`config.mk`:
```
export PLATFORM = sky130hd
export DESIGN_NAME = thermal_supervisor
export DESIGN_NICKNAME = d
export VERILOG_FILES = /design/src/rtl/tsup_pkg.sv /design/src/rtl/tsup_sched.sv /design/src/rtl/tsup_chan.sv /design/src/rtl/tsup_regs.sv /design/src/rtl/thermal_supervisor.sv
export SDC_FILE = /design/constraint.sdc
export NUM_CORES = 1
export LEC_CHECK = 0
export BUFFER_PORTS_ARGS = -buffer_cell sky130_fd_sc_hd__buf_2
export CORE_ASPECT_RATIO = 0.8
export CORE_MARGIN = 1
export CORE_UTILIZATION = 45
export CTS_BUF_LIST = sky130_fd_sc_hd__clkbuf_8
export CTS_CLUSTER_DIAMETER = 40
export DETAILED_ROUTE_END_ITERATION = 16
export PLACE_DENSITY = 0.74
export SYNTH_ARGS = -nofsm -noshare
export SYNTH_HDL_FRONTEND = slang
export SYNTH_SLANG_ARGS = --single-unit
```
`constraint.sdc`:
```
create_clock -name clk -period 9.95 [get_ports clk]
set_input_delay 2.985 -clock clk [delete_from_list [all_inputs] [get_ports clk]]
set_output_delay 2.985 -clock clk [all_outputs]
set_load 0.02 [all_outputs]
```
`src/rtl/tsup_pkg.sv`:
```
package tsup_pkg;
  localparam int OFF_CTRL   = 'h04;
  localparam int OFF_ROUTE  = 'h08;
  localparam int OFF_PEND   = 'h0C;
  localparam int OFF_DATA   = 'h20;
  localparam int OFF_LIMIT  = 'h40;
  localparam int OFF_IDB    = 'h60;
  localparam int OFF_SDB    = 'h64;
  localparam int OFF_SLOW   = 'h68;
  localparam int OFF_FAST   = 'h6C;
  localparam int BIT_SHUT_STATUS = 8;

  typedef enum logic {SCAN_WAIT, SCAN_CONV} scan_state_e;
endpackage

```
`src/rtl/tsup_sched.sv`:
```
module tsup_sched import tsup_pkg::*; #(
  parameter  int CH_N  = 4,
  parameter  int PER_W = 16,
  localparam int CH_W  = (CH_N > 1) ? $clog2(CH_N) : 1
) (
  input  logic             clk,
  input  logic             rst_ni,
  input  logic             scan_en,
  input  logic             hot,
  input  logic [PER_W-1:0] per_slow,
  input  logic [PER_W-1:0] per_fast,
  input  logic             adc_ack,
  output logic             adc_req,
  output logic [CH_W-1:0]  adc_ch,
  output logic             smp_vld
);
  scan_state_e      st_q, st_d;
  logic [PER_W-1:0] tmr_q, tmr_d, per_sel, per_eff;
  logic [CH_W-1:0]  ch_q, ch_d;

  assign per_sel = hot ? per_fast : per_slow;
  assign per_eff = (per_sel == '0) ? PER_W'(1) : per_sel;

  always_comb begin
    st_d  = st_q;
    tmr_d = tmr_q;
    ch_d  = ch_q;
    if (!scan_en) begin
      st_d  = SCAN_WAIT;
      tmr_d = '0;
      ch_d  = '0;
    end else if (st_q == SCAN_WAIT) begin
      if (tmr_q >= per_eff - PER_W'(1)) begin
        st_d  = SCAN_CONV;
        tmr_d = '0;
        ch_d  = '0;
      end else begin
        tmr_d = tmr_q + PER_W'(1);
      end
    end else if (adc_ack) begin
      if (ch_q == CH_W'(CH_N - 1)) begin
        st_d = SCAN_WAIT;
        ch_d = '0;
      end else begin
        ch_d = ch_q + CH_W'(1);
      end
    end
  end

  always_ff @(posedge clk or negedge rst_ni) begin
    if (!rst_ni) begin
      st_q  <= SCAN_WAIT;
      tmr_q <= '0;
      ch_q  <= '0;
    end else begin
      st_q  <= st_d;
      tmr_q <= tmr_d;
      ch_q  <= ch_d;
    end
  end

  assign adc_req = (st_q == SCAN_CONV);
  assign adc_ch  = ch_q;
  assign smp_vld = adc_req & adc_ack;

  AST_REQ_HELD: assert property (@(posedge clk) disable iff (!rst_ni)
    adc_req && !adc_ack && scan_en |=> adc_req && $stable(adc_ch));
  AST_NO_REQ_WHEN_OFF: assert property (@(posedge clk) disable iff (!rst_ni)
    !scan_en |=> !adc_req);
  AST_CH_ASCENDING: assert property (@(posedge clk) disable iff (!rst_ni)
    smp_vld && scan_en && adc_ch != CH_W'(CH_N - 1) |=> adc_ch == CH_W'($past(adc_ch) + CH_W'(1)));
endmodule

```
`src/rtl/tsup_chan.sv`:
```
module tsup_chan #(
  parameter int CODE_W = 12,
  parameter int DB_W   = 8
) (
  input  logic              clk,
  input  logic              rst_ni,
  input  logic              smp,
  input  logic [CODE_W-1:0] code,
  input  logic [CODE_W-1:0] limit,
  input  logic [DB_W-1:0]   int_db,
  input  logic [DB_W-1:0]   shut_db,
  input  logic              irq_en,
  input  logic              src_en,
  output logic              over_o,
  output logic              irq_hit,
  output logic              shut_hit
);
  logic [DB_W-1:0] cnt_q, cnt_d, idb_eff, sdb_eff;
  logic            over_q, over_d, hot_now;

  assign hot_now = (code <= limit);
  assign idb_eff = (int_db  == '0) ? DB_W'(1) : int_db;
  assign sdb_eff = (shut_db == '0) ? DB_W'(1) : shut_db;

  always_comb begin
    cnt_d  = cnt_q;
    over_d = over_q;
    if (smp) begin
      over_d = hot_now;
      if (!hot_now)                cnt_d = '0;
      else if (cnt_q != '1)        cnt_d = cnt_q + DB_W'(1);
    end
  end

  always_ff @(posedge clk or negedge rst_ni) begin
    if (!rst_ni) begin
      cnt_q  <= '0;
      over_q <= 1'b0;
    end else if (smp) begin
      cnt_q  <= cnt_d;
      over_q <= over_d;
    end
  end

  assign over_o   = over_q;
  assign irq_hit  = smp & hot_now & irq_en & (cnt_d >= idb_eff);
  assign shut_hit = smp & hot_now & src_en & (cnt_d >= sdb_eff);

  AST_COLD_NO_HIT: assert property (@(posedge clk) disable iff (!rst_ni)
    smp && (code > limit) |-> !irq_hit && !shut_hit);
  AST_CNT_CLEARED: assert property (@(posedge clk) disable iff (!rst_ni)
    smp && (code > limit) |=> cnt_q == '0 && !over_o);
endmodule

```
`src/rtl/tsup_regs.sv`:
```
module tsup_regs import tsup_pkg::*; #(
  parameter  int CH_N   = 4,
  parameter  int CODE_W = 12,
  parameter  int PER_W  = 16,
  parameter  int DB_W   = 8,
  parameter  int ADDR_W = 8,
  parameter  int DATA_W = 32,
  localparam int CH_W   = (CH_N > 1) ? $clog2(CH_N) : 1
) (
  input  logic                         clk,
  input  logic                         rst_ni,
  input  logic                         bus_wr,
  input  logic                         bus_rd,
  input  logic [ADDR_W-1:0]            bus_addr,
  input  logic [DATA_W-1:0]            bus_wdata,
  output logic [DATA_W-1:0]            bus_rdata,
  input  logic                         smp_vld,
  input  logic [CH_W-1:0]              smp_ch,
  input  logic [CODE_W-1:0]            smp_code,
  input  logic [CH_N-1:0]              irq_hit,
  input  logic                         shut_any,
  output logic                         scan_en,
  output logic                         shut_pol,
  output logic [CH_N-1:0]              src_en,
  output logic [CH_N-1:0]              irq_en,
  output logic [CH_N-1:0]              to_gpio,
  output logic [CH_N-1:0]              to_rst,
  output logic [CH_N-1:0][CODE_W-1:0]  limit,
  output logic [DB_W-1:0]              int_db,
  output logic [DB_W-1:0]              shut_db,
  output logic [PER_W-1:0]             per_slow,
  output logic [PER_W-1:0]             per_fast,
  output logic                         irq_o
);
  logic [DATA_W-1:0]             ctrl_q, ctrl_d, route_q, route_d, rd_d, rdata_q;
  logic [CH_N-1:0]               pend_q, pend_d, clr;
  logic [CH_N-1:0][CODE_W-1:0]   lim_q, lim_d, res_q, res_d;
  logic [DB_W-1:0]               idb_q, idb_d, sdb_q, sdb_d;
  logic [PER_W-1:0]              slow_q, slow_d, fast_q, fast_d;

  function automatic logic hit(input logic [ADDR_W-1:0] a, input int off);
    return a == ADDR_W'(off);
  endfunction

  always_comb begin
    ctrl_d  = ctrl_q;
    route_d = route_q;
    lim_d   = lim_q;
    res_d   = res_q;
    idb_d   = idb_q;
    sdb_d   = sdb_q;
    slow_d  = slow_q;
    fast_d  = fast_q;
    clr     = '0;
    if (bus_wr) begin
      if (hit(bus_addr, OFF_CTRL))  ctrl_d  = bus_wdata;
      if (hit(bus_addr, OFF_ROUTE)) route_d = bus_wdata;
      if (hit(bus_addr, OFF_PEND))  clr     = bus_wdata[CH_N-1:0];
      if (hit(bus_addr, OFF_IDB))   idb_d   = bus_wdata[DB_W-1:0];
      if (hit(bus_addr, OFF_SDB))   sdb_d   = bus_wdata[DB_W-1:0];
      if (hit(bus_addr, OFF_SLOW))  slow_d  = bus_wdata[PER_W-1:0];
      if (hit(bus_addr, OFF_FAST))  fast_d  = bus_wdata[PER_W-1:0];
      for (int i = 0; i < CH_N; i++)
        if (hit(bus_addr, OFF_LIMIT + 4 * i)) lim_d[i] = bus_wdata[CODE_W-1:0];
    end
    for (int i = 0; i < CH_N; i++)
      if (smp_vld && smp_ch == CH_W'(i)) res_d[i] = smp_code;
    pend_d = (pend_q & ~clr) | irq_hit;
  end

  always_comb begin
    rd_d = '0;
    if (hit(bus_addr, OFF_CTRL))  rd_d = ctrl_q;
    if (hit(bus_addr, OFF_ROUTE)) rd_d = route_q;
    if (hit(bus_addr, OFF_PEND)) begin
      rd_d[CH_N-1:0]        = pend_q;
      rd_d[BIT_SHUT_STATUS] = shut_any;
    end
    if (hit(bus_addr, OFF_IDB))   rd_d = DATA_W'(idb_q);
    if (hit(bus_addr, OFF_SDB))   rd_d = DATA_W'(sdb_q);
    if (hit(bus_addr, OFF_SLOW))  rd_d = DATA_W'(slow_q);
    if (hit(bus_addr, OFF_FAST))  rd_d = DATA_W'(fast_q);
    for (int i = 0; i < CH_N; i++) begin
      if (hit(bus_addr, OFF_DATA + 4 * i))  rd_d = DATA_W'(res_q[i]);
      if (hit(bus_addr, OFF_LIMIT + 4 * i)) rd_d = DATA_W'(lim_q[i]);
    end
  end

  always_ff @(posedge clk or negedge rst_ni) begin
    if (!rst_ni) begin
      ctrl_q  <= '0;
      route_q <= '0;
      pend_q  <= '0;
      lim_q   <= '0;
      res_q   <= '0;
      idb_q   <= DB_W'(4);
      sdb_q   <= DB_W'(4);
      slow_q  <= PER_W'(250);
      fast_q  <= PER_W'(50);
      rdata_q <= '0;
    end else begin
      ctrl_q  <= ctrl_d;
      route_q <= route_d;
      pend_q  <= pend_d;
      lim_q   <= lim_d;
      res_q   <= res_d;
      idb_q   <= idb_d;
      sdb_q   <= sdb_d;
      slow_q  <= slow_d;
      fast_q  <= fast_d;
      if (bus_rd) rdata_q <= rd_d;
    end
  end

  assign bus_rdata = rdata_q;
  assign scan_en   = ctrl_q[0];
  assign src_en    = ctrl_q[4 +: CH_N];
  assign shut_pol  = ctrl_q[8];
  assign irq_en    = route_q[0 +: CH_N];
  assign to_gpio   = route_q[4 +: CH_N];
  assign to_rst    = route_q[8 +: CH_N];
  assign limit     = lim_q;
  assign int_db    = idb_q;
  assign shut_db   = sdb_q;
  assign per_slow  = slow_q;
  assign per_fast  = fast_q;
  assign irq_o     = |pend_q;

  AST_IRQ_FROM_SAMPLE: assert property (@(posedge clk) disable iff (!rst_ni)
    $rose(irq_o) |-> $past(smp_vld));
endmodule

```
`src/rtl/thermal_supervisor.sv`:
```
module thermal_supervisor #(
  parameter  int CH_N   = 4,
  parameter  int CODE_W = 12,
  parameter  int PER_W  = 16,
  parameter  int DB_W   = 8,
  parameter  int ADDR_W = 8,
  parameter  int DATA_W = 32,
  localparam int CH_W   = (CH_N > 1) ? $clog2(CH_N) : 1
) (
  input  logic              clk,
  input  logic              rst_n,
  input  logic              bus_wr,
  input  logic              bus_rd,
  input  logic [ADDR_W-1:0] bus_addr,
  input  logic [DATA_W-1:0] bus_wdata,
  output logic [DATA_W-1:0] bus_rdata,
  output logic              adc_req,
  output logic [CH_W-1:0]   adc_ch,
  input  logic              adc_ack,
  input  logic [CODE_W-1:0] adc_code,
  output logic              irq_o,
  output logic              shut_rst_o,
  output logic              shut_gpio_o
);
  logic [1:0]                  rst_sync_q;
  logic                        rst_ni;
  logic                        scan_en, shut_pol, hot, smp_vld;
  logic [CH_N-1:0]             src_en, irq_en, to_gpio, to_rst;
  logic [CH_N-1:0]             over, irq_hit, shut_hit, watched;
  logic [CH_N-1:0][CODE_W-1:0] limit;
  logic [DB_W-1:0]             int_db, shut_db;
  logic [PER_W-1:0]            per_slow, per_fast;
  logic                        srst_q, srst_d, sgpio_q, sgpio_d;
  logic                        srst_act, sgpio_act;

  always_ff @(posedge clk or negedge rst_n) begin
    if (!rst_n) rst_sync_q <= 2'b00;
    else        rst_sync_q <= {rst_sync_q[0], 1'b1};
  end
  assign rst_ni = rst_sync_q[1];

  tsup_regs #(.CH_N(CH_N), .CODE_W(CODE_W), .PER_W(PER_W), .DB_W(DB_W),
              .ADDR_W(ADDR_W), .DATA_W(DATA_W)) u_regs (
    .clk(clk), .rst_ni(rst_ni), .bus_wr(bus_wr), .bus_rd(bus_rd),
    .bus_addr(bus_addr), .bus_wdata(bus_wdata), .bus_rdata(bus_rdata),
    .smp_vld(smp_vld), .smp_ch(adc_ch), .smp_code(adc_code),
    .irq_hit(irq_hit), .shut_any(srst_q | sgpio_q),
    .scan_en(scan_en), .shut_pol(shut_pol), .src_en(src_en), .irq_en(irq_en),
    .to_gpio(to_gpio), .to_rst(to_rst), .limit(limit), .int_db(int_db),
    .shut_db(shut_db), .per_slow(per_slow), .per_fast(per_fast), .irq_o(irq_o)
  );

  tsup_sched #(.CH_N(CH_N), .PER_W(PER_W)) u_sched (
    .clk(clk), .rst_ni(rst_ni), .scan_en(scan_en), .hot(hot),
    .per_slow(per_slow), .per_fast(per_fast), .adc_ack(adc_ack),
    .adc_req(adc_req), .adc_ch(adc_ch), .smp_vld(smp_vld)
  );

  for (genvar g = 0; g < CH_N; g++) begin : g_chan
    tsup_chan #(.CODE_W(CODE_W), .DB_W(DB_W)) u_chan (
      .clk(clk), .rst_ni(rst_ni),
      .smp(smp_vld && adc_ch == CH_W'(g)),
      .code(adc_code), .limit(limit[g]), .int_db(int_db), .shut_db(shut_db),
      .irq_en(irq_en[g]), .src_en(src_en[g]),
      .over_o(over[g]), .irq_hit(irq_hit[g]), .shut_hit(shut_hit[g])
    );
  end

  assign watched = irq_en | src_en;
  assign hot     = |(over & watched);

  always_comb begin
    srst_d  = srst_q  | (|(shut_hit & to_rst));
    sgpio_d = sgpio_q | (|(shut_hit & to_gpio));
  end

  always_ff @(posedge clk or negedge rst_ni) begin
    if (!rst_ni) begin
      srst_q  <= 1'b0;
      sgpio_q <= 1'b0;
    end else begin
      srst_q  <= srst_d;
      sgpio_q <= sgpio_d;
    end
  end

  assign srst_act    = scan_en & srst_q;
  assign sgpio_act   = scan_en & sgpio_q;
  assign shut_rst_o  = shut_pol ? srst_act  : ~srst_act;
  assign shut_gpio_o = shut_pol ? sgpio_act : ~sgpio_act;

  AST_SHUT_RST_STICKY: assert property (@(posedge clk) disable iff (!rst_ni)
    srst_q |=> srst_q);
  AST_SHUT_GPIO_STICKY: assert property (@(posedge clk) disable iff (!rst_ni)
    sgpio_q |=> sgpio_q);
  AST_OFF_INACTIVE: assert property (@(posedge clk) disable iff (!rst_ni)
    !scan_en |-> shut_rst_o != shut_pol && shut_gpio_o != shut_pol);
endmodule

```
; Yosys cells after proc, flatten, opt, wreduce, memory -nomap -nowiden
; Cells that the tools add are included.
[classes]
n_addsub = 7
n_reduce_logical = 23
bitwise_logic = 35
n_mux = 49
n_eq_ne = 25
magnitude_cmp = 13
[op_table]
columns = operator, n
row1 = $mux W32, 14
row2 = $mux W8, 14
row3 = $mux W16, 5
row4 = $eq A8 B7 Y1 const B, 8
row5 = $ge A8 B8 Y1, 8
row6 = $le A12 B12 Y1, 4
row7 = $add A8 B1 Y8 const B, 4
row8 = $eq A8 B6 Y1 const B, 4
row9 = $ne A8 B8 Y1 const B, 4
row10 = $and A1 B1 Y1, 23
row11 = $reduce_and A2 Y1, 11
row12 = $add A16 B1 Y16 const B, 1
row13 = $and A4 B4 Y4, 4
row14 = $eq A8 B4 Y1 const B, 2
row15 = $ge A16 B16 Y1, 1
row16 = $logic_not A16 Y1, 1
row17 = $logic_not A8 Y1, 2
row18 = $reduce_or A4 Y1, 4
row19 = $sub A16 B1 Y16 const B, 1
row20 = $mux W4, 3
row21 = $mux W2, 5
row22 = $eq A8 B3 Y1 const B, 1
row23 = $mux W1, 8
row24 = $or A4 B4 Y4, 2
row25 = 11 further kinds, 18
[totals]
reg_bits = 303
out_inout_bits = 38
wordCells = 182
in_bits = 57

; Logic depth before layout (Yosys ltp)
; Gate-level depths: netlist of the first run.
[logic_depth]
ltp_word = 16
depth_mapped = 22
ltp_nobuf = 20

; Hierarchy
; Synthesis of the first run repeated with hierarchy kept, for this count alone.
[unflattened]
hier_cells = 1791
hier_area_um2 = 18565.3
[modules_own_cells]
columns = module, area_each_um2, instances, seq_area_each_um2, cells_per_inst
row1 = tsup_regs, 11360.9, 1, 6119.6, 918
row2 = tsup_chan (g_chan[0].u_chan ...), 1237.4, 3, 225.2, 154
row3 = tsup_sched, 1981.9, 1, 475.5, 230
row4 = tsup_chan (g_chan[1].u_chan), 1281.2, 1, 225.2, 155
row5 = thermal_supervisor, 229.0, 1, 100.1, 26

; Worst setup path after synthesis of the first run
; Ideal clock, no wire load.
[synth_timing]
path_kind = input -> register
from = in adc_code[5]
to = reg u_regs.pend_q[1]
arrival_ps = 6124
setup_ps = 122
path_slack_ps = 3705
n_path_buf = 0
t_required_ps = 9828
stages = 16
cell_sequence = ha_1 -> a21o_1 -> a21oi_1 -> o21ai_0 -> a2111o_1 -> o21ai_1 -> nor2_1 -> or2_2 -> ha_1 -> nand2b_1 -> a21oi_1 -> o21ai_0 -> a21o_1 -> a2111oi_0 -> nor2_1 -> a32o_1
[synth_between]
elab_chain_cells = 6
word_cells_on_any_way = 8
cone_classes = order compare: 2 / mux: 2 / bitwise: 4
[synth_lines]
columns = element, line
row1 = "start, declared", thermal_supervisor.sv:20  ; input logic [CODE_W-1:0] adc_code,
row2 = $le A12 B12 Y1 (*), tsup_chan.sv:21  ; assign hot_now = (code <= limit);
row3 = $mux W8, tsup_chan.sv:30  ; if (!hot_now) cnt_d = '0;
row4 = $mux W8, tsup_chan.sv:28  ; if (smp) begin
row5 = $ge A8 B8 Y1, tsup_chan.sv:46  ; assign irq_hit = smp & hot_now & irq_en & (cnt_d >= idb_eff);
row6 = $and A1 B1 Y1 (*), tsup_chan.sv:46
row7 = $or A4 B4 Y4 (*), tsup_regs.sv:68  ; pend_d = (pend_q & ~clr) | irq_hit;
row8 = named net u_regs.pend_d[1], tsup_regs.sv:36  ; logic [CH_N-1:0] pend_q, pend_d, clr;
row9 = "end signal, assigned", tsup_regs.sv:104  ; pend_q <= pend_d;
row10 = "end, declared", tsup_regs.sv:36
; The timed path passes the listed nets; every way through them passes the cells marked *.
; A chain may end at the register's enable or synchronous reset.

; Worst setup path after layout of the first run
[layout_timing]
from = in adc_code[3]
to = reg srst_q
[layout_between]
elab_chain_cells = 8
word_cells_on_any_way = 31
cone_classes = order compare: 8 / mux: 8 / bitwise: 14 / reduce/logical: 1
[layout_lines]
columns = element, line
row1 = $le A12 B12 Y1, tsup_chan.sv:21
row2 = $mux W8, tsup_chan.sv:30
row3 = $mux W8, tsup_chan.sv:28
row4 = named net g_chan[2].u_chan.cnt_d[2], tsup_chan.sv:18  ; logic [DB_W-1:0] cnt_q, cnt_d, idb_eff, sdb_eff;
row5 = $ge A8 B8 Y1, tsup_chan.sv:47  ; assign shut_hit = smp & hot_now & src_en & (cnt_d >= sdb_eff);
row6 = $and A1 B1 Y1, tsup_chan.sv:47
row7 = $and A4 B4 Y4, thermal_supervisor.sv:73  ; srst_d = srst_q | (|(shut_hit & to_rst));
row8 = $reduce_or A4 Y1, thermal_supervisor.sv:73
row9 = $or A1 B1 Y1, thermal_supervisor.sv:73
row10 = named net srst_d, thermal_supervisor.sv:33  ; logic srst_q, srst_d, sgpio_q, sgpio_d;
row11 = "end signal, assigned", thermal_supervisor.sv:82  ; srst_q <= srst_d;
row12 = "end, declared", thermal_supervisor.sv:33
; The timed path passes the listed nets, and every way through them passes these cells.

==> results.md, run 1 <==
- Chip height: 179.5 um
- Largest net degree at the start of global routing: between 70 and 80
- Main combinational cell family by area after synthesis: compound AO/OA/AOI/OAI gates
- Capturing element type of the critical path: flop
- Post-synthesis cell type with the largest combined area: dfrtp_1
- Overall die area: 40170 um2
- Cell Pwr Density: approximately 150 nW/um2
- Met3 wire len: ~5000 um
- Worst-case register-to-register setup slack: 4.17 ns
- Sequential area share after synthesis: between 40% and 50%
- Synthesized-area fraction occupied by ao, oa, aoi and oai cells: 15.21%
- Setup clock skew after layout: 0.04490 ns
- Routability congestion estimate: 0.9847
- Worst reg2reg path depth: 19
- Inserted Clock Buffers: 53
- Initial antenna violation count: 1
- First-pass GRT wire length: 83150 um
- Number of instances in the synthesized netlist: roughly 1800
- Worst setup path endpoint: srst_q$_DFF_PN0_
- Path category of the worst min-delay check: flop to async pin
- Clock Sink Count: 303
- Finished Cell Area: 19800 um2
- Highest metal used: met4
- Shortest period the worst path allows: 7.108 ns
- Count of flip-flops with a built-in enable after synthesis: 0
- Least setup slack across all paths after layout: between 2 and 3 ns
- FF-to-FF End: u_sched.tmr_q[10]$_DFFE_PN0P_
- RSZ-0062 raised after global routing: no
- Syn_nets: 1978
- Die X: approximately 220 um
- Number of global-route vias before repair: between 10000 and 15000
- Worst setup timing slack at the placement stage: approximately 2.7 ns
- Outcome: finished, violations left
- Synthesized cell area: 17710 um2
- Max stage delay on crit path: 1.41 ns
- Post-synthesis share of cell area spent on and, or, nand and nor gates: 13.99%
- Cell chain of the critical path: buf_2, ha_1, and3_1, a221o_1, a2111oi_1, nor3_1, nor2_1, ha_1, a21o_1, a31oi_1, o21ai_0, a211oi_1, nor2_1, o2111ai_1, nand4_1
- Initial Utilization: between 40% and 50%
- Count of vias placed by the detailed router: about 15000
- Fraction of registers with async set/reset: 100.0%
- Violations in the final reports: max-capacitance violations, max-slew violations
- CTS Hold Buffers Added: 0
- Total gr overflow: 0
- Met2 Routed Length: roughly 23000 um
- Number of setup violations in the final report: 0
- Setup Fix Bufs, Post-CTS: 0
- Critical path start-end classification: primary input to flop
- Prevailing post-synth register cell: dfrtp_1
- Startpoint types: primary input
- Routed wire per std cell: about 22 um
- IO Pins: 95
- Clock latency on the worst-skew pair: 0.65 ns
- Adder-cell share of the synthesized area: roughly a tenth
- Share of final-layout standard cells stronger than drive strength 1: 21.15%
- Number of pins with negative max-slew slack in the final report: 3
- Vias per inst: 6.062
- Worst endpoint data arrival time: 7.59 ns
- Clock-pin slew of the registers on the worst-case setup and hold paths: 0.07 ns
- Number of resized instances in the post-cts repair step: 0
- Portion of netlist area occupied by mux cells: roughly an eighth
- Depth of the critical timing path with buffers and inverters included: 15
- Antenna-violating nets left: 0
- Number of synthesized register bits: a little over 300
- First-pass detailed-route iteration total: 5
- Number of maximum-capacitance constraint violations: 1
- Commonest cells in the synthesized netlist: 292 x dfrtp_1, 197 x nand2_1, 172 x mux2_2
- Required time of the critical path: 10.43 ns
- Synth Area in XOR/XNOR: under 10%
- Clock tree from TritonCTS: built
- Post-synthesis area per instance: 9.935 um2
- Ratio of final minimum period to clock period: between 70% and 80%
- Worst slew slack as a fraction of its limit: -10.94%
- Total of buffers placed on input and output ports: 94
- Floorplan Core Area: 38520 um2
- Most frequent cell after synthesis: dfrtp_1
- Count of final hold-check violations: 0
- Final core utilization: 51.40%
- Count of H-tree levels built during CTS: 2
- Slew at the pin closest to its max-slew limit: around 1.7 ns
- Critical path fanouts, max: 10
- Leakage: around 9.6 nW
- Maximum clock path buffer count: 3
- Worst IR Drop VDD: 0.09018 mV
- Slowest cell on the critical path: a2111oi_1
- Net count, final: 2063
- Metal1 wirelength: 22310 um
- Half-perimeter wire length after detailed placement: 37810 um
- Total Negative Setup Slacks: 0 ns
- Clk root buf: clkbuf_8
- Cell area after placement: between 15000 and 20000 um2
- Area grow syn2layout: 11.78%
- Post-route DRC violation count: 0
- Buf+Inv Stages, Crit Path: 1
- Final Routed Wirelength: 52860 um
- Number of different library cells in the post-synthesis netlist: 74
- Detailed Route Iter0 Violations: 1560
- Kind of cell with the highest combined delay on the critical path: compound AO/OA/AOI/OAI gates
- Achievable frequency: 0.1407 GHz
- Worst R2R Start: u_regs.route_q[1]$_DFFE_PN0P_
- CP startpoint: adc_code[3]
- Top cells by area, synth: dfrtp_1 41%, mux2_2 11%, ha_1 9.7%, nand2_1 4.2%, nor2_1 2.8%
- Core Rows: between 60 and 70
- Yosys Warn Count: 0
- Yosys top cell area share: between 40% and 50%
- Overall fraction of global-route tracks in use: 26.38%
-- cell usage in the layout, fill, tap and decap left out, types with 15 or more instances in the layout --
cell / n
buf_4: 21
nand4_1: 23
o21ai_0: 79
and3_1: 26
a21oi_1: 70
mux2i_1: 15
buf_2: 94
a22oi_1: 47
clkbuf_8: 68
a21o_1: 26
o22ai_1: 41
a31oi_1: 15
nor3_1: 25
or3_1: 16
xor2_1: 27
dfrtp_1: 291
mux2_2: 172
nand2_1: 197
inv_1: 114
ha_1: 138
nor2_1: 133
nand3_1: 34
-- worst register-to-register path, stage by stage, from the launching register on --
cell      delay [ns]
dfrtp_1         0.42
o21ai_0         0.32
nand4_1         0.55
o21ai_0         0.47
ha_1            0.33
nand3b_1        0.12
mux2i_1         0.32
o21ai_0         0.35
nor3_1          0.29
xor2_1          0.17
mux2i_1         0.13
ha_1            0.21
a21o_1          0.15
a21o_1          0.18
a221oi_2        0.27
o21ai_1         0.09
buf_4           0.21
or2_1           0.37
or4_1           0.55
a21boi_1        0.17
-- worst min-delay path by stage --
stage,from,to,slack (ns),cells after the start
final,rst_sync_q[1]$_DFF_PN0_,u_regs.bus_rdata[6]$_DFFE_PN0P_,0.34,0
after global routing,rst_sync_q[0]$_DFF_PN0_,rst_sync_q[1]$_DFF_PN0_,0.36,0
after CTS,rst_sync_q[0]$_DFF_PN0_,rst_sync_q[1]$_DFF_PN0_,0.35,0
after detailed placement,rst_sync_q[0]$_DFF_PN0_,rst_sync_q[1]$_DFF_PN0_,0.34,0
after global placement,rst_sync_q[0]$_DFF_PN0_,rst_sync_q[1]$_DFF_PN0_,0.34,0
after floorplan,rst_sync_q[0]$_DFF_PN0_,rst_sync_q[1]$_DFF_PN0_,0.33,0
-- flip-flops by register name, summed over array words and instances, names as in the netlist --
signal                flops
g_chan.u_chan.cnt_q      32
g_chan.u_chan.over_o      4
rst_sync_q                2
sgpio_q                   1
srst_q                    1
u_regs.bus_rdata         32
u_regs.ctrl_q            32
u_regs.int_db             8
u_regs.limit             48
u_regs.pend_q             4
u_regs.per_fast          16
u_regs.per_slow          16
u_regs.res_q             48
u_regs.route_q           32
u_regs.shut_db            8
u_sched.adc_ch            2
u_sched.adc_req           1
u_sched.tmr_q            16
-- metal layers --
| layer | vias to the layer above | GRT usage, % |
|---|---|---|
| li1 | 6650 | - |
| met1 | 7248 | 35.90 |
| met2 | 727 | 40.00 |
| met3 | 160 | 6.653 |
| met4 | 0 | 11.07 |
| met5 | - | 0 |
-- power by group --
| part | switching [mW] | internal, mW | total, mW | leakage (nW) |
|---|---|---|---|---|
| clock network | 0.542 | 0.667 | 1.21 | 0.636 |
| registers | 0.0395 | 1.27 | 1.31 | 4.14 |
| logic | 0.250 | 0.170 | 0.421 | 4.78 |
| total | 0.831 | 2.11 | 2.94 | 9.56 |
-- through the flow --
stage	std cells	total power [mW]	hold slack [ns]
2_1_floorplan	1783	1.609	0.3312
3_3_place_gp	2341	1.720	0.3367
3_5_place_dp	2341	1.744	0.3365
4_1_cts	2438	2.951	0.3497
5_1_grt	2439	3.064	0.3646
6_report	2439	2.940	0.3412
-- cells by family (layout without fill, tap and decap cells) --
| logic type | after synthesis | count (layout) |
|---|---|---|
| adder cells (fa/ha/maj) | 138 | 138 |
| AO/OA/AOI/OAI | 401 | 401 |
| multiplexers | 190 | 190 |
| buffers and inverters | 181 | 308 |
| flip-flops | 303 | 303 |
| XOR/XNOR | 41 | 41 |
| AND/OR/NAND/NOR | 528 | 528 |
| other | 1 | 2 |
-- cell type report --
cell class / instances / area (um2)
tap: 528 / 660.6
clock inverter: 29 / 192.7
multi-input combinational: 1299 / 9419
fill: 3428 / 18720
timing repair buffer: 115 / 628.1
sequential: 303 / 7600
clock buffer: 68 / 935.9
inverter: 96 / 360.3
antenna: 1 / 2.502
Note: power is estimated with default switching activity, not from simulation.
==> run 2, diff against run 1 <==
--- a/config.mk
+++ b/config.mk
@@ -12,7 +12,7 @@
 export CTS_BUF_LIST = sky130_fd_sc_hd__clkbuf_8
 export CTS_CLUSTER_DIAMETER = 40
 export DETAILED_ROUTE_END_ITERATION = 16
-export PLACE_DENSITY = 0.74
+export PLACE_DENSITY = 0.76
 export SYNTH_ARGS = -nofsm -noshare
 export SYNTH_HDL_FRONTEND = slang
 export SYNTH_SLANG_ARGS = --single-unit
==> constraint.sdc (replaced) <==
create_clock -name clk -period 6.1 [get_ports clk]
set_input_delay 1.83 -clock clk [delete_from_list [all_inputs] [get_ports clk]]
set_output_delay 1.83 -clock clk [all_outputs]
set_load 0.02 [all_outputs]
==> results.md, run 2 (synthesis results as in run 1) <==
- Outcome: finished, final reports clean
- Met3 wire len: 4596 um
- Number of antenna diodes: 0
- IO Pins: 95
- Met2 Routed Length: 23180 um
- Path category of the worst min-delay check: flop to flop
- Die X: roughly 220 um
- Core Rows: 64
- Final Routed Wirelength: 52120 um
- Cell Pwr Density: 241.2 nW/um2
- CTS Hold Buffers Added: 0
- Capturing element type of the critical path: flop
- Clock Sink Count: 303
- Worst setup timing slack at the placement stage: between 0.3 and 0.4 ns
- Post-route DRC violation count: 0
- Detailed Route Iter0 Violations: about 1600
- Worst Hold Launch: rst_sync_q[0]$_DFF_PN0_
- Kind of cell with the highest combined delay on the critical path: compound AO/OA/AOI/OAI gates
- Maximum clock path buffer count: 3
- Slew at the pin closest to its max-slew limit: 1.189 ns
- Count of H-tree levels built during CTS: 2
- RSZ-0062 raised after global routing: no
- Chip height: 179.5 um
- Count of final hold-check violations: 0
- Metal1 wirelength: 22190 um
- Setup Fix Bufs, Post-CTS: 0
- Overall fraction of global-route tracks in use: 25.80%
- Most common cell after layout, fill and taps aside: dfrtp_1
- Number of maximum-capacitance constraint violations: 0
- Share of total power in combinational logic: 14.1%
- Total Negative Setup Slacks: 0 ns
- Clock-pin slew of the registers on the worst-case setup and hold paths: 0.06 ns
- Number of global-route vias before repair: 14650
- Initial antenna violation count: 1
- Clock latency on the worst-skew pair: 0.62 ns
- Antenna-violating nets left: 0
- Max stage delay on crit path: approximately 0.53 ns
- Total of buffers placed on input and output ports: 94
- Routed wire per std cell: about 21 um
- First-pass GRT wire length: 81770 um
- Worst endpoint data arrival time: 6.17 ns
- First-pass detailed-route iteration total: 7
- Inserted Clock Buffers: 53
- Internal power contribution: 3.437 mW
- Highest metal used: met5
- Leakage: 9.631 nW
- Most common cell type on the critical path: o21ai_0
- Critical path start-end classification: flop to flop
- Half-perimeter wire length after detailed placement: 37180 um
- Cell chain of the critical path: o21ai_0, nand4_1, buf_4, o21ai_0, ha_1, nand3_1, mux2i_1, o21ai_0, nor3_1, xor2_1, mux2i_1, ha_1, a21o_1, a21o_1, a221oi_2, o21ai_1, buf_4, or2_1, or4_1, a21boi_0
- Worst slew slack as a fraction of its limit: 20.13%
- Setup clock skew after layout: ~0.019 ns
- Buf+Inv Stages, Crit Path: 2
- Overall die area: roughly 40000 um2
- Slowest cell on the critical path: or4_1
- Routability congestion estimate: between 0.9 and 1
- Area grow syn2layout: 12.27%
- Share of final-layout standard cells stronger than drive strength 1: between 20% and 30%
- Shortest period the worst path allows: approximately 5.6 ns
- Number of setup violations in the final report: 0
- CP startpoint: u_regs.ctrl_q[5]$_DFFE_PN0P_
- Number of pins with negative max-slew slack in the final report: 0
- Switching power: between 1 and 1.5 mW
- Leading cell types in the layout, fill and taps excluded: 291 x dfrtp_1, 197 x nand2_1, 172 x mux2_2
- Achievable frequency: about 0.18 GHz
- Floorplan Core Area: 38520 um2
- Switching share of total power: approximately 28%
- Vias per inst: 6.064
- Least setup slack across all paths after layout: 0.4625 ns
- Ratio of final minimum period to clock period: 92.42%
- Flop pwr share: 44.6%
- Required time of the critical path: 6.64 ns
- Clock tree from TritonCTS: built
- Worst IR Drop VDD: roughly 0.15 mV
- Net count, final: 2072
- Clock network fraction of design power: 41.3%
- Clk root buf: clkbuf_8
- Total gr overflow: 0
- Number of resized instances in the post-cts repair step: 0
- Startpoint types: flop
- Largest net degree at the start of global routing: 170
- Worst R2R Start: u_regs.ctrl_q[5]$_DFFE_PN0P_
- Critical path fanouts, max: 20
- Count of vias placed by the detailed router: 14860
- Initial Utilization: about 46%
-- run 2: changes by cell type in the layout (fill, tap and decap cells not counted) --
| cell | delta |
|---|---|
| clkinv_4 | +1 |
| clkbuf_8 | -1 |
| buf_4 | +8 |
| clkinv_2 | +5 |
| buf_12 | +1 |
| inv_6 | -1 |
| a2111oi_0 | +1 |
| a2111oi_1 | -1 |
| clkinvlp_4 | -3 |
| inv_8 | +2 |
| diode_2 | -1 |
-- run 2: final cells by class --
| class | count | area [um2] |
|---|---|---|
| Sequential cell | 303 | 7600 |
| Timing Repair Buffer | 124 | 708.2 |
| Fill cell | 3442 | 18630 |
| Inverter | 96 | 360.3 |
| Multi-Input combinational cell | 1299 | 9418 |
| Clock inverter | 33 | 217.7 |
| Tap cell | 528 | 660.6 |
| Clock buffer | 67 | 922.1 |
-- run 2: path summary, 6_finish.rpt --
kind	to	slack, ns	cells after the start
min in group asynchronous	u_regs.ctrl_q[26]$_DFFE_PN0P_	0.38	0
max reg2reg	u_sched.tmr_q[9]$_DFFE_PN0P_	0.46	20
min	rst_sync_q[1]$_DFF_PN0_	0.36	0
min reg2reg	rst_sync_q[1]$_DFF_PN0_	0.36	0
max	u_sched.tmr_q[9]$_DFFE_PN0P_	0.46	20
max in group asynchronous	u_regs.bus_rdata[16]$_DFFE_PN0P_	4.20	1
-- run 2: layer usage --
layer / global-route usage, % / vias up
met5: 0 / -
met2: 39.65 / 702
met4: 10.52 / 2
met1: 35.49 / 7315
li1: - / 6665
met3: 5.410 / 172
-- run 2: power groups by stage --
stage	Combinational (mW)	Clock (mW)	Sequential, mW
global route	0.750	2.11	2.14
global placement	0.640	0	2.17
detailed placement	0.664	0	2.17
finish	0.677	1.98	2.14
floorplan	0.449	0	2.17
CTS	0.670	2.02	2.14
-- run 2: through the flow --
stage          hold slack (ns)  std cells  util (%)  total power, mW  cell area, um2
3_5_place_dp            0.3450       2350     48.67            2.836           18750
2_1_floorplan           0.3311       1783         -            2.624           17710
6_report                0.3566       2450     51.63            4.797           19890
3_3_place_gp            0.3384       2350     48.67            2.807           18750
4_1_cts                 0.3612       2450     51.63            4.826           19890
5_1_grt                 0.3679       2450     51.63            5.004           19890
-- run 2: worst register-to-register path: stages, from the launching register on --
cell	delay, ns
dfrtp_1	0.41
o21ai_0	0.47
nand4_1	0.29
buf_4	0.26
o21ai_0	0.26
ha_1	0.32
nand3_1	0.11
mux2i_1	0.34
o21ai_0	0.33
nor3_1	0.26
xor2_1	0.17
mux2i_1	0.13
ha_1	0.21
a21o_1	0.16
a21o_1	0.18
a221oi_2	0.26
o21ai_1	0.10
buf_4	0.21
or2_1	0.37
or4_1	0.54
a21boi_0	0.18
==> run 3, diff against run 2 <==
--- a/config.mk
+++ b/config.mk
@@ -6,13 +6,15 @@
 export NUM_CORES = 1
 export LEC_CHECK = 0
 export BUFFER_PORTS_ARGS = -buffer_cell sky130_fd_sc_hd__buf_2
+export CELL_PAD_IN_SITES_DETAIL_PLACEMENT = 1
+export CELL_PAD_IN_SITES_GLOBAL_PLACEMENT = 2
 export CORE_ASPECT_RATIO = 0.8
 export CORE_MARGIN = 1
-export CORE_UTILIZATION = 45
+export CORE_UTILIZATION = 38
 export CTS_BUF_LIST = sky130_fd_sc_hd__clkbuf_8
 export CTS_CLUSTER_DIAMETER = 40
 export DETAILED_ROUTE_END_ITERATION = 16
-export PLACE_DENSITY = 0.76
+export PLACE_DENSITY = 0.91
 export SYNTH_ARGS = -nofsm -noshare
 export SYNTH_HDL_FRONTEND = slang
 export SYNTH_SLANG_ARGS = --single-unit
==> results.md, run 3 (synthesis results as in run 1) <==
- Outcome: finished, final reports clean
- First-pass GRT wire length: about 96000 um
- Overall die area: 47490 um2
- Clock latency on the worst-skew pair: 0.64 ns
- Worst IR Drop VDD: 0.1608 mV
- Critical path start-end classification: flop to flop
- Most common cell after layout, fill and taps aside: dfrtp_1
- Critical path fanouts, max: 11
- Die X: 243.4 um
- Clock tree from TritonCTS: built
- Slew at the pin closest to its max-slew limit: 1.121 ns
- Final Routed Wirelength: around 62000 um
- First-pass detailed-route iteration total: 5
- Total Negative Setup Slacks: 0 ns
- Total of buffers placed on input and output ports: 94
- Floorplan Core Area: between 40000 and 50000 um2
- Initial Utilization: 38.67%
- Cell Pwr Density: 234.9 nW/um2
- Shortest period the worst path allows: 5.329 ns
- Ratio of final minimum period to clock period: 87.36%
- Overall fraction of global-route tracks in use: 26.09%
- Largest net degree at the start of global routing: approximately 150
- Fill cell instance count of the final layout: 5191
- Number of resized instances in the post-cts repair step: 0
- Clk root buf: clkbuf_8
- Routed wire per std cell: 24.38 um
- Required time of the critical path: 6.63 ns
- Core Rows: 70
- Startpoint types: flop
- Setup clock skew after layout: 0.04196 ns
- Total gr overflow: 0
- Number of maximum-capacitance constraint violations: 0
- Chip height: roughly 200 um
- Antenna-violating nets left: 0
- Cell chain of the critical path: o21ai_0, nand4_1, o21ai_0, ha_1, nand3_1, mux2i_1, o21ai_0, nor3_1, xor2_1, mux2i_1, ha_1, a21o_1, a21o_1, a221oi_2, o21ai_1, or2_1, or4_1, a21boi_0
- Maximum clock path buffer count: 3
- Capturing element type of the critical path: flop
- Vias per inst: 5.921
- Achievable frequency: 0.1877 GHz
- Post-route DRC violation count: 0
- Most common cell type on the critical path: o21ai_0
- Inserted Clock Buffers: roughly 50
- Count of vias placed by the detailed router: 14940
- Slowest cell on the critical path: or4_1
- Number of global-route vias before repair: about 16000
- Setup Fix Bufs, Post-CTS: 0
- Area grow syn2layout: 11.97%
- Initial antenna violation count: 7
- Leading cell types in the layout, fill and taps excluded: 291 x dfrtp_1, 197 x nand2_1, 172 x mux2_2
- Count of final hold-check violations: 0
- Routability congestion estimate: 0.9166
- Worst slew slack as a fraction of its limit: roughly a quarter
- Number of setup violations in the final report: 0
- Worst endpoint data arrival time: 5.86 ns
- Path category of the worst min-delay check: flop to flop
- Leakage: roughly 9.5 nW
- Net count, final: just over 2000
- Placed Cells incl. Taps: 2436
- IO Pins: 95
- Number of standard cells in the final layout excluding fillers: roughly 2500
- Number of pins with negative max-slew slack in the final report: 0
- Share of final-layout standard cells stronger than drive strength 1: a little over a fifth
- Detailed Route Iter0 Violations: 1194
- Max stage delay on crit path: roughly 0.56 ns
- Count of H-tree levels built during CTS: 2
- Clock-pin slew of the registers on the worst-case setup and hold paths: 0.07 ns
- CTS Hold Buffers Added: 0
- Clock Sink Count: 303
- RSZ-0062 raised after global routing: no
- Half-perimeter wire length after detailed placement: 44520 um
==> run 3: area by class of cell <==
class,count,area [um2],area share [%]
multi-input combinational,1299,9420,47.50
sequential,303,7600,38.32
tap,612,765.7,3.861
clock buffer,55,757.0,3.817
timing repair buffer,126,723.2,3.646
inverter,96,360.3,1.817
clock inverter,29,196.4,0.9905
antenna,4,10.01,0.05047
==> run 3: through the flow <==
step	setup slack (ns)	util (%)	cell area [um2]	power [mW]	hold WS (ns)
6_report	0.7713	43.30	19830	4.658	0.3427
5_1_grt	0.3182	43.29	19830	4.860	0.3489
4_1_cts	0.7905	43.28	19820	4.680	0.3373
3_5_place_dp	0.3557	41.19	18870	2.879	0.3426
3_3_place_gp	0.4462	41.19	18870	2.838	0.3322
2_1_floorplan	1.010	-	17710	2.624	0.3311
==> run 3: worst paths after layout <==
check                                               from                          endpoint  slack [ns]  cells after the start
max reg2reg                u_regs.route_q[1]$_DFFE_PN0P_      u_sched.tmr_q[9]$_DFFE_PN0P_        0.77                     18
min in group asynchronous        rst_sync_q[1]$_DFF_PN0_  u_regs.bus_rdata[23]$_DFFE_PN0P_        0.52                      0
max                        u_regs.route_q[1]$_DFFE_PN0P_      u_sched.tmr_q[9]$_DFFE_PN0P_        0.77                     18
max in group asynchronous        rst_sync_q[1]$_DFF_PN0_      u_regs.ctrl_q[3]$_DFFE_PN0P_        4.00                      1
min                              rst_sync_q[0]$_DFF_PN0_           rst_sync_q[1]$_DFF_PN0_        0.34                      0
min reg2reg                      rst_sync_q[0]$_DFF_PN0_           rst_sync_q[1]$_DFF_PN0_        0.34                      0
==> run 3: where the power goes <==
group / leakage [nW] / internal [mW] / total [mW] / switching (mW)
sequential: 4.14 / 2.07 / 2.14 / 0.0686
clock: 0.551 / 0.916 / 1.81 / 0.892
combinational: 4.84 / 0.282 / 0.709 / 0.426
total: 9.53 / 3.27 / 4.66 / 1.39
==> run 3: worst max-delay path, delay by kind of cell, from the launching register on <==
kind | cells | cell delay, ns
XOR/XNOR | 1 | 0.18
adder cells (fa/ha/maj) | 2 | 0.52
AO/OA/AOI/OAI | 8 | 1.97
AND/OR/NAND/NOR | 5 | 1.60
multiplexers | 2 | 0.51
flip-flops | 1 | 0.44
==> run 3: per-layer routing <==
| layer | wire length, um | track usage (%) |
|---|---|---|
| met1 | 28170 | 37.29 |
| met2 | 26570 | 38.90 |
| met3 | 4715 | 5.786 |
| met4 | 1950 | 8.176 |
| met5 | 126 | 1.623 |
